File: config.mk
export PLATFORM = sky130hd
export DESIGN_NAME = cbmc_top
export DESIGN_NICKNAME = d
export VERILOG_FILES = /design/src/rtl/cbmc_pkg.sv /design/src/rtl/cbmc_sync.sv /design/src/rtl/cbmc_debounce.sv /design/src/rtl/cbmc_power_seq.sv /design/src/rtl/cbmc_top.sv
export SDC_FILE = /design/constraint.sdc
export NUM_CORES = 1
export LEC_CHECK = 0
export ABC_AREA = 1
export CAP_MARGIN = 20
export CELL_PAD_IN_SITES_DETAIL_PLACEMENT = 1
export CELL_PAD_IN_SITES_GLOBAL_PLACEMENT = 2
export CORE_ASPECT_RATIO = 0.6
export CORE_MARGIN = 8
export CORE_UTILIZATION = 30
export DETAILED_ROUTE_END_ITERATION = 16
export GPL_TIMING_DRIVEN = 0
export PLACE_DENSITY_LB_ADDON = 0.1
export SYNTH_ARGS = -nofsm -noshare
export SYNTH_HDL_FRONTEND = slang
export SYNTH_HIERARCHICAL = 1
export SYNTH_SLANG_ARGS = --single-unit
File: constraint.sdc
create_clock -name clk -period 1.7 [get_ports clk]
set_input_delay 0.34 -clock clk [delete_from_list [all_inputs] [get_ports clk]]
set_output_delay 0.34 -clock clk [all_outputs]
set_load 0.05 [all_outputs]
File: src/rtl/cbmc_pkg.sv
package cbmc_pkg;
  typedef logic [2:0] vcode_t;

  function automatic vcode_t vsel_decode(input logic m1, input logic m2,
                                         input vcode_t c18, input vcode_t c25,
                                         input vcode_t c33);
    vcode_t r;
    unique case ({m1, m2})
      2'b01:   r = c25;
      2'b10:   r = c33;
      default: r = c18;
    endcase
    return r;
  endfunction

  function automatic logic [7:0] led_local(input logic rst_n_out, input logic m1,
                                           input logic m2, input logic rx,
                                           input logic tx, input logic card,
                                           input logic spa, input logic spb);
    return {spb, spa, m1 & ~m2, card, tx, rx, ~m1 & ~m2, rst_n_out};
  endfunction
endpackage

File: src/rtl/cbmc_sync.sv
module cbmc_sync #(
  parameter int W = 1
) (
  input  logic         clk,
  input  logic         rst_n,
  input  logic [W-1:0] d,
  output logic [W-1:0] q
);
  logic [W-1:0] s1, s2;

  always_ff @(posedge clk or negedge rst_n) begin
    if (!rst_n) begin
      s1 <= '0;
      s2 <= '0;
    end else begin
      s1 <= d;
      s2 <= s1;
    end
  end

  assign q = s2;
endmodule

File: src/rtl/cbmc_debounce.sv
module cbmc_debounce #(
  parameter int CYC = 16
) (
  input  logic clk,
  input  logic rst_n,
  input  logic d,
  output logic q
);
  localparam int CW = $clog2(CYC + 1);
  localparam logic [CW-1:0] LAST = CW'(CYC - 1);

  logic [CW-1:0] cnt;
  logic          state;
  logic          differs;

  assign differs = (d != state);

  always_ff @(posedge clk or negedge rst_n) begin
    if (!rst_n) begin
      cnt   <= '0;
      state <= 1'b0;
    end else if (differs) begin
      if (cnt == LAST) begin
        state <= d;
        cnt   <= '0;
      end else begin
        cnt <= cnt + 1'b1;
      end
    end else begin
      cnt <= '0;
    end
  end

  assign q = state;

  AST_DB_AGREE_CLEARS: assert property (@(posedge clk) disable iff (!rst_n)
    !differs |=> (cnt == '0));
  AST_DB_CHANGE_AT_LIMIT: assert property (@(posedge clk) disable iff (!rst_n)
    (differs && cnt != LAST) |=> (state == $past(state)));
endmodule

File: src/rtl/cbmc_power_seq.sv
module cbmc_power_seq #(
  parameter int D1   = 1000,
  parameter int D2   = 1000,
  parameter int HOLD = 1000
) (
  input  logic clk,
  input  logic rst_n,
  output logic pwr_on,
  output logic rail_on,
  output logic hold_done
);
  localparam int TOT = D1 + D2 + HOLD;
  localparam int W   = $clog2(TOT + 1);
  localparam logic [W-1:0] LIM1 = W'(D1);
  localparam logic [W-1:0] LIM2 = W'(D1 + D2);
  localparam logic [W-1:0] LIM3 = W'(TOT);

  logic [W-1:0] cnt;

  always_ff @(posedge clk or negedge rst_n) begin
    if (!rst_n) cnt <= '0;
    else if (cnt != LIM3) cnt <= cnt + 1'b1;
  end

  assign pwr_on    = (cnt >= LIM1);
  assign rail_on   = (cnt >= LIM2);
  assign hold_done = (cnt == LIM3);

  AST_RAIL_NEEDS_PWR: assert property (@(posedge clk) disable iff (!rst_n)
    rail_on |-> pwr_on);
  AST_PWR_STAYS: assert property (@(posedge clk) disable iff (!rst_n)
    pwr_on |=> pwr_on);
  AST_RAIL_STAYS: assert property (@(posedge clk) disable iff (!rst_n)
    rail_on |=> rail_on);
endmodule

File: src/rtl/cbmc_top.sv
module cbmc_top
  import cbmc_pkg::*;
#(
  parameter int     PWR_DLY1 = 5000,
  parameter int     PWR_DLY2 = 5000,
  parameter int     RST_HOLD = 2000,
  parameter int     DEB_CYC  = 1000,
  parameter vcode_t V18_CODE = 3'b000,
  parameter vcode_t V25_CODE = 3'b001,
  parameter vcode_t V33_CODE = 3'b010
) (
  input  logic       clk,
  input  logic       rst_n,
  input  logic       sw_m1,
  input  logic       sw_m2,
  input  logic       btn_rst,
  input  logic       card_det,
  input  logic       spare_a,
  input  logic       spare_b,
  input  logic       usb_rx_i,
  input  logic       mod_tx_i,
  input  logic       rio_det,
  input  logic [7:0] rio_bits,
  output logic       mod_pwr_en,
  output logic       rail_en,
  output logic [2:0] vsel,
  output logic       jtag_mod,
  output logic       mod_rst_n,
  output logic       boot_sd,
  output logic       mod_rx_o,
  output logic       usb_tx_o,
  output logic [7:0] led
);
  localparam int NSYNC = 6;

  logic [NSYNC-1:0] raw_in, syn;
  logic m1_s, m2_s, btn_s, card_s, spa_s, spb_s;
  logic btn_db;
  logic hold_done;
  vcode_t vsel_q;
  vcode_t vsel_next;
  logic [7:0] led_loc;

  assign raw_in = {spare_b, spare_a, card_det, btn_rst, sw_m2, sw_m1};

  cbmc_sync #(.W(NSYNC)) u_sync (
    .clk(clk), .rst_n(rst_n), .d(raw_in), .q(syn)
  );

  assign {spb_s, spa_s, card_s, btn_s, m2_s, m1_s} = syn;

  cbmc_debounce #(.CYC(DEB_CYC)) u_deb (
    .clk(clk), .rst_n(rst_n), .d(btn_s), .q(btn_db)
  );

  cbmc_power_seq #(.D1(PWR_DLY1), .D2(PWR_DLY2), .HOLD(RST_HOLD)) u_pwr (
    .clk(clk), .rst_n(rst_n), .pwr_on(mod_pwr_en), .rail_on(rail_en),
    .hold_done(hold_done)
  );

  assign vsel_next = vsel_decode(m1_s, m2_s, V18_CODE, V25_CODE, V33_CODE);

  always_ff @(posedge clk or negedge rst_n) begin
    if (!rst_n) vsel_q <= V18_CODE;
    else if (!rail_en) vsel_q <= vsel_next;
  end

  assign vsel      = vsel_q;
  assign jtag_mod  = m1_s & m2_s;
  assign mod_rst_n = hold_done & ~btn_db;
  assign boot_sd   = card_s;
  assign mod_rx_o  = usb_rx_i;
  assign usb_tx_o  = mod_tx_i;

  assign led_loc = led_local(mod_rst_n, m1_s, m2_s, usb_rx_i, mod_tx_i,
                             card_s, spa_s, spb_s);
  assign led     = rio_det ? rio_bits : led_loc;

  AST_VSEL_FROZEN: assert property (@(posedge clk) disable iff (!rst_n)
    rail_en |=> $stable(vsel));
  AST_RST_UNTIL_RAIL: assert property (@(posedge clk) disable iff (!rst_n)
    !rail_en |-> !mod_rst_n);
  AST_BTN_HOLDS_RST: assert property (@(posedge clk) disable iff (!rst_n)
    btn_db |-> !mod_rst_n);
  AST_JTAG_BOTH_ON: assert property (@(posedge clk) disable iff (!rst_n)
    jtag_mod |-> (led_loc[1] == 1'b0 && led_loc[5] == 1'b0));
endmodule

==> results by group, run 1 <==
Floorplanning
  – Std cell rows: 23
  – Die outline area: 0.00977 mm²
  – Die height: 79.8 µm
  – Effective utilization at floorplan: 30.8%
  – I/O pin total: 37
  – Die outline width: 122 µm
  – Core footprint: 0.00662 mm²

Cells and area
  – Area used by multi-input combinational logic: 973 µm²
  – Ant diodes: 0
  – Final instance area: 0.00294 mm²
  – Seq. cell area: 985 µm²
  – Total number of nets in the final design: 338
  – Most used cells in the layout excluding fill and tap cells: sky130_fd_sc_hd__nand2_1, sky130_fd_sc_hd__dfrtp_1, sky130_fd_sc_hd__nor2_1, sky130_fd_sc_hd__inv_1, sky130_fd_sc_hd__buf_4
  – Fill cell count: 801
  – Share of post-route cells with drive strength above 1: 32.5%
  – Core utilization of the finished layout: 44.4%
  – Most common cell after layout, fill and taps aside: sky130_fd_sc_hd__nand2_1
  – Area growth syn-to-layout: 44.2%

Setup path
  – Crit path kind: flop to output port
  – Type of destination of the critical path: output port
  – Register-to-Register Path Depth: 9
  – Highest-delay cell along the critical path: sky130_fd_sc_hd__dfrtp_1
  – Arrival @ worst endpoint: 1.52 ns
  – Kind of start point of the critical path: flop
  – FF-to-FF setup slack: 0.27 ns
  – Crit-path cells: inv_2 -> ha_4 -> nand3_2 -> nor2_1 -> nand2_1 -> inv_2 -> nand3_2 -> nand2_2 -> buf_8
  – Required time worst endpoint: 1.36 ns
  – Launching element of the worst setup path: u_pwr/cnt[0]
  – Delay of the slowest critical-path stage: 0.39 ns
  – Launch instance of the worst register-to-register path: u_pwr/cnt[10]
  – Crit Path Max Fanout: 2

Synthesis
  – Post-synthesis instance area: 0.00204 mm²
  – Proportion of netlist area held by the largest area contributor: 47.9%
  – Part of the Yosys area used for sequential elements: 47.9%
  – Net count after synthesis: 274
  – Avg Cell Area, Syn: 8.08 µm²
  – Number of distinct library cells after synthesis: 26
  – Yosys warns: 6
  – Biggest area consumer among synthesized cells: sky130_fd_sc_hd__dfrtp_1
  – Async SR Flop Fraction: 100%
  – Top FF cell, synth: sky130_fd_sc_hd__dfrtp_1
  – Total of flip-flops plus latches after synthesis: 39
  – Cells after synthesis: 252
  – Main area contributors after synthesis: sky130_fd_sc_hd__dfrtp_1, sky130_fd_sc_hd__nand2_1, sky130_fd_sc_hd__inv_1, sky130_fd_sc_hd__nor2_1, sky130_fd_sc_hd__nand3_1
  – Post-synth EDFFs: 0

Route
  – Routed len/inst: 14.4 µm
  – Number of antenna-violating nets in the routed design: 0
  – DRC violations left: 0
  – Starting DRC count in detailed routing: 111
  – Final WL: 5.82 mm
  – Router iterations before antenna repair: 4
  – Via Count: 1787
  – Routed via count divided by cell count: 4.42

Clock network
  – Number of buffers between clock root and the deepest sink: 2
  – CTS tree: done
  – Number of CTS-inserted buffers: 5
  – Clock insertion delay at the later pin of the skew report: 0.28 ns
  – Register clock-pin slew on the reported worst setup and hold paths: 0.06 ns
  – Number of sinks handled by clock tree synthesis: 39
  – Maximum level of the CTS H-tree: 2
  – CTS root buffer: sky130_fd_sc_hd__clkbuf_16

Pwr
  – Total power divided by cell area: 777 mW/mm²
  – Maximum ir drop on the vdd rail: 0.000432 V
  – Static leakage: 1.41 nW
  – Post-layout total power: 2.28 mW

GRT
  – Number of global-route vias before repair: 1824
  – Wire length of the first global-routing pass: 9.54 mm
  – Number of antenna violations at the first check in global routing: 0
  – Overall overflow remaining after global route: 0
  – Maximum number of pins on one net before global-route repair: 28
  – GR Util All Layers: 12.6%

Run
  – Number of max-cap violations: 0

Place
  – Final HPWL DP: 4.23 mm
  – Final GP Congestion: 0.715
  – Port buffer count: 34
  – Worst setup slack after placement: -0.688 ns
  – Placed standard-cell area: 0.00251 mm²

Timing
  – Setup skew after layout: 0.00386 ns
  – Shortest clock period the worst path allows after layout: 1.86 ns
  – Setup repair after global routing missed its margin: true
  – Worst slack on hold paths: 0.356 ns
  – Final setup violation count: 3
  – Final Slew Violations: 0
  – Period utilization: 109%
  – Setup ws final: -0.158 ns
  – Final Hold Fails: 0
  – Upper clock frequency limit: 0.538 GHz

Status
  – Violations in the final reports: setup timing
  – Run status: finished with violations

Worst hold path
  – Cell depth of the worst min-delay path: 0
  – HP Start: u_sync/s1[1]
  – Class of the tightest hold or removal check: flop to flop
cell families after synthesis:
group | Yosys count | synth area share (%)
AND/OR/NAND/NOR | 149 | 33.8
buffers and inverters | 40 | 8.42
flip-flops | 39 | 47.9
XOR/XNOR | 13 | 5.96
AO/OA/AOI/OAI | 7 | 1.90
adder cells (fa/ha/maj) | 3 | 1.84
other | 1 | 0.184
worst max-delay path, delay by kind of cell (launching register included):
kind	cells	cell delay (ns)
and+or+nand+nor	5	0.39
buffers and inverters	3	0.31
adders and majority gates	1	0.14
DFF	1	0.39
path summary, 6_finish.rpt:
kind / to
hold reg to reg: u_sync/q[1]
max in group asynchronous: u_pwr/cnt[1]
setup reg to reg: vsel[0]
hold / removal: u_sync/q[1]
setup / recovery: led[0]
min in group asynchronous: u_pwr/cnt[9]
flip-flops by register name (all words and copies together) (netlist names):
register / count
vsel: 2
u_pwr/cnt: 14
u_sync/q: 6
u_sync/s1: 6
u_deb/cnt: 10
u_deb/q: 1
layer usage:
metal / up-vias / routed length (µm) / global-route usage (%)
met2: 45 / 2180 / 16.3
met5: - / 0 / 0
met3: 5 / 424 / 3.60
li1: 897 / - / -
met4: 0 / 71 / 4.72
met1: 840 / 3150 / 18.8
through the flow:
stage	std cells	setup TNS, ns
after floorplan	252	-0.0355
after global placement	373	-37.12
after detailed placement	374	-5.48
after CTS	396	-0.408
after global routing	404	-0.723
final	404	-0.332
power breakdown:
part / switching [mW] / internal (mW)
registers: 0.0136 / 0.951
clock network: 0.389 / 0.692
logic: 0.149 / 0.0892
total: 0.552 / 1.73
timing repair:
item                                   in CTS  in global routing
gates resized for setup                    82                 16
hold buffers                                1                  0
buffers inserted                           13                  8
endpoints found under the hold margin      12                  0
pin swaps                                   7                  9
setup endpoints to repair                  17                  6
area by class of cell:
cell class | instances | share of cell area (%)
Buffer | 4 | 1.15
Tap cell | 87 | 3.71
Clock buffer | 5 | 4.26
Clock inverter | 3 | 1.49
Multi-Input combinational cell | 173 | 33.1
Sequential cell | 39 | 33.5
Inverter | 36 | 4.68
Timing Repair Buffer | 57 | 18.1
Yosys cell counts, types with 3 or more instances:
library cell              instances
sky130_fd_sc_hd__a21oi_1          4
sky130_fd_sc_hd__buf_4            3
sky130_fd_sc_hd__dfrtp_1         39
sky130_fd_sc_hd__ha_1             3
sky130_fd_sc_hd__inv_1           33
sky130_fd_sc_hd__nand2_1         72
sky130_fd_sc_hd__nand2_2          6
sky130_fd_sc_hd__nand3_1         19
sky130_fd_sc_hd__nand3_2          3
sky130_fd_sc_hd__nand4_1          5
sky130_fd_sc_hd__nor2_1          32
sky130_fd_sc_hd__nor2_2           7
sky130_fd_sc_hd__xor2_1          10
Power figures use the tool's default switching activity.
==> run 2, diff against run 1 <==
--- a/config.mk
+++ b/config.mk
@@ -15,6 +15,7 @@
 export DETAILED_ROUTE_END_ITERATION = 16
 export GPL_TIMING_DRIVEN = 0
 export PLACE_DENSITY_LB_ADDON = 0.1
+export SKIP_LAST_GASP = 1
 export SYNTH_ARGS = -nofsm -noshare
 export SYNTH_HDL_FRONTEND = slang
 export SYNTH_HIERARCHICAL = 1
==> run 2 against run 1 <==
The run still ends with setup timing left. Sequential power barely moved. Via count did not move. Combinational power barely moved. Maximum frequency did not move. Worst setup slack did not move. Cell count did not move. Sequential cell count did not move. Clock-buffer cell count did not move. Clock power barely moved. Critical path depth did not move. Wire length barely moved. Largest cell class unchanged. Largest power group unchanged. Highest routed layer unchanged.
==> results by group, run 2 (synthesis gave the netlist of run 1 again) <==
Clock network
  – Number of CTS-inserted buffers: 5
  – Number of buffers between clock root and the deepest sink: 2
  – Number of sinks handled by clock tree synthesis: 39
  – CTS tree: done
  – Clock insertion delay at the later pin of the skew report: 0.28 ns
  – Register clock-pin slew on the reported worst setup and hold paths: 0.06 ns
  – CTS root buffer: sky130_fd_sc_hd__clkbuf_16
  – Maximum level of the CTS H-tree: 2

GRT
  – Number of antenna violations at the first check in global routing: 0
  – Number of global-route vias before repair: 1825
  – GR Util All Layers: 12.6%
  – Wire length of the first global-routing pass: 9.52 mm
  – Maximum number of pins on one net before global-route repair: 28
  – Overall overflow remaining after global route: 0

Setup path
  – Kind of start point of the critical path: flop
  – Crit path kind: flop to output port
  – Type of destination of the critical path: output port
  – Required time worst endpoint: 1.36 ns
  – Arrival @ worst endpoint: 1.52 ns
  – Crit Path Max Fanout: 2

Place
  – Placed standard-cell area: 0.00251 mm²
  – Final GP Congestion: 0.715
  – Final HPWL DP: 4.23 mm
  – Port buffer count: 34

Floorplanning
  – Core footprint: 0.00662 mm²
  – Die height: 79.8 µm
  – I/O pin total: 37
  – Die outline area: 0.00977 mm²
  – Die outline width: 122 µm
  – Std cell rows: 23
  – Effective utilization at floorplan: 30.8%

Status
  – Violations in the final reports: setup timing
  – Run status: finished with violations

Cells and area
  – Seq. cell area: 985 µm²
  – Biggest regs: u_pwr/cnt: 14 flops, u_deb/cnt: 10 flops
  – Total number of nets in the final design: 338
  – Ant diodes: 0
  – Most common cell after layout, fill and taps aside: sky130_fd_sc_hd__nand2_1
  – Most used cells in the layout excluding fill and tap cells: sky130_fd_sc_hd__nand2_1, sky130_fd_sc_hd__dfrtp_1, sky130_fd_sc_hd__nor2_1, sky130_fd_sc_hd__inv_1, sky130_fd_sc_hd__buf_4
  – Fill cell count: 800
  – Largest register by flop count: u_pwr/cnt
  – Share of post-route cells with drive strength above 1: 32.5%
  – Final instance area: 0.00294 mm²
  – Area used by multi-input combinational logic: 973 µm²
  – Number of flip-flops in the largest register: 14
  – Area growth syn-to-layout: 44.3%

Timing
  – Setup repair after global routing missed its margin: true
  – Setup ws final: -0.158 ns
  – Final Hold Fails: 0
  – Shortest clock period the worst path allows after layout: 1.86 ns
  – Final Slew Violations: 0
  – Setup skew after layout: 0.00386 ns
  – Final setup violation count: 3
  – Period utilization: 109%
  – Upper clock frequency limit: 0.538 GHz

Route
  – Routed len/inst: 14.4 µm
  – Routed via count divided by cell count: 4.42
  – DRC violations left: 0
  – Starting DRC count in detailed routing: 115
  – Number of antenna-violating nets in the routed design: 0
  – Via Count: 1787
  – Router iterations before antenna repair: 4
  – Final WL: 5.82 mm

Run
  – Number of max-cap violations: 0

Pwr
  – Post-layout total power: 2.28 mW
  – Total power divided by cell area: 777 mW/mm²
  – Static leakage: 1.41 nW
  – Maximum ir drop on the vdd rail: 0.000432 V

Worst hold path
  – Class of the tightest hold or removal check: flop to flop
[run 2: changes by cell type in the layout (fill, tap and decap cells not counted)]
cell                              change
sky130_fd_sc_hd__clkdlybuf4s15_2      +1
sky130_fd_sc_hd__clkdlybuf4s18_2      -1
[run 2: power breakdown]
part / leakage, nW / internal, mW / switching (mW)
Clock: 0.0838 / 0.692 / 0.389
Combinational: 0.840 / 0.0891 / 0.149
Sequential: 0.489 / 0.951 / 0.0136
[run 2: final cells by class]
cell class | instances | area share, %
Sequential cell | 39 | 33.5
Multi-Input combinational cell | 173 | 33.1
Timing Repair Buffer | 57 | 18.1
Inverter | 36 | 4.68
Clock buffer | 5 | 4.26
Tap cell | 87 | 3.70
Clock inverter | 3 | 1.49
Buffer | 4 | 1.15
[run 2: path summary, 6_finish.rpt]
kind	depth (start not counted)	endpoint	slack, ns	from
setup / recovery	9	led[0]	-0.16	u_pwr/cnt[0]
hold / removal	0	u_sync/q[1]	0.36	u_sync/s1[1]
max in group asynchronous	3	u_pwr/cnt[1]	0.71	rst_n
hold reg to reg	0	u_sync/q[1]	0.36	u_sync/s1[1]
setup reg to reg	9	vsel[0]	0.27	u_pwr/cnt[10]
min in group asynchronous	2	u_pwr/cnt[9]	0.52	rst_n
[run 2: what timing repair did]
action	CTS	global route
hold buffers	1	0
buffers inserted	13	8
pin swaps	7	9
resized for setup	81	16
hold endpoints to repair	12	0
endpoints found under the setup margin	17	6
[run 2: critical path, stage by stage (launching register included)]
cell and delay, ns:
sky130_fd_sc_hd__dfrtp_1 0.39, sky130_fd_sc_hd__inv_2 0.09, sky130_fd_sc_hd__ha_4 0.14, sky130_fd_sc_hd__nand3_2 0.06, sky130_fd_sc_hd__nor2_1 0.10, sky130_fd_sc_hd__nand2_1 0.08
sky130_fd_sc_hd__inv_2 0.08, sky130_fd_sc_hd__nand3_2 0.07, sky130_fd_sc_hd__nand2_2 0.08, sky130_fd_sc_hd__buf_8 0.14
[run 2: per-stage QoR]
stage                     hold WS, ns  worst slack [ns]  cells  utilization [%]  TNS (ns)
final                           0.356            -0.158    404             44.4    -0.332
after global routing            0.360            -0.304    404             44.4    -0.723
after CTS                       0.351            -0.182    396             43.0    -0.408
after detailed placement        0.274            -0.688    374             37.9     -5.48
after global placement          0.332            -0.812    373             37.7    -37.12
after floorplan                0.0444           -0.0355    252                -   -0.0355
[run 2: per-layer routing]
metal | GRT usage [%] | wire, µm | vias to the layer above
met1 | 18.8 | 3140 | 840
met5 | 0 | 0 | -
met2 | 16.3 | 2180 | 45
met3 | 3.60 | 435 | 5
met4 | 4.72 | 71 | 0
li1 | - | - | 897
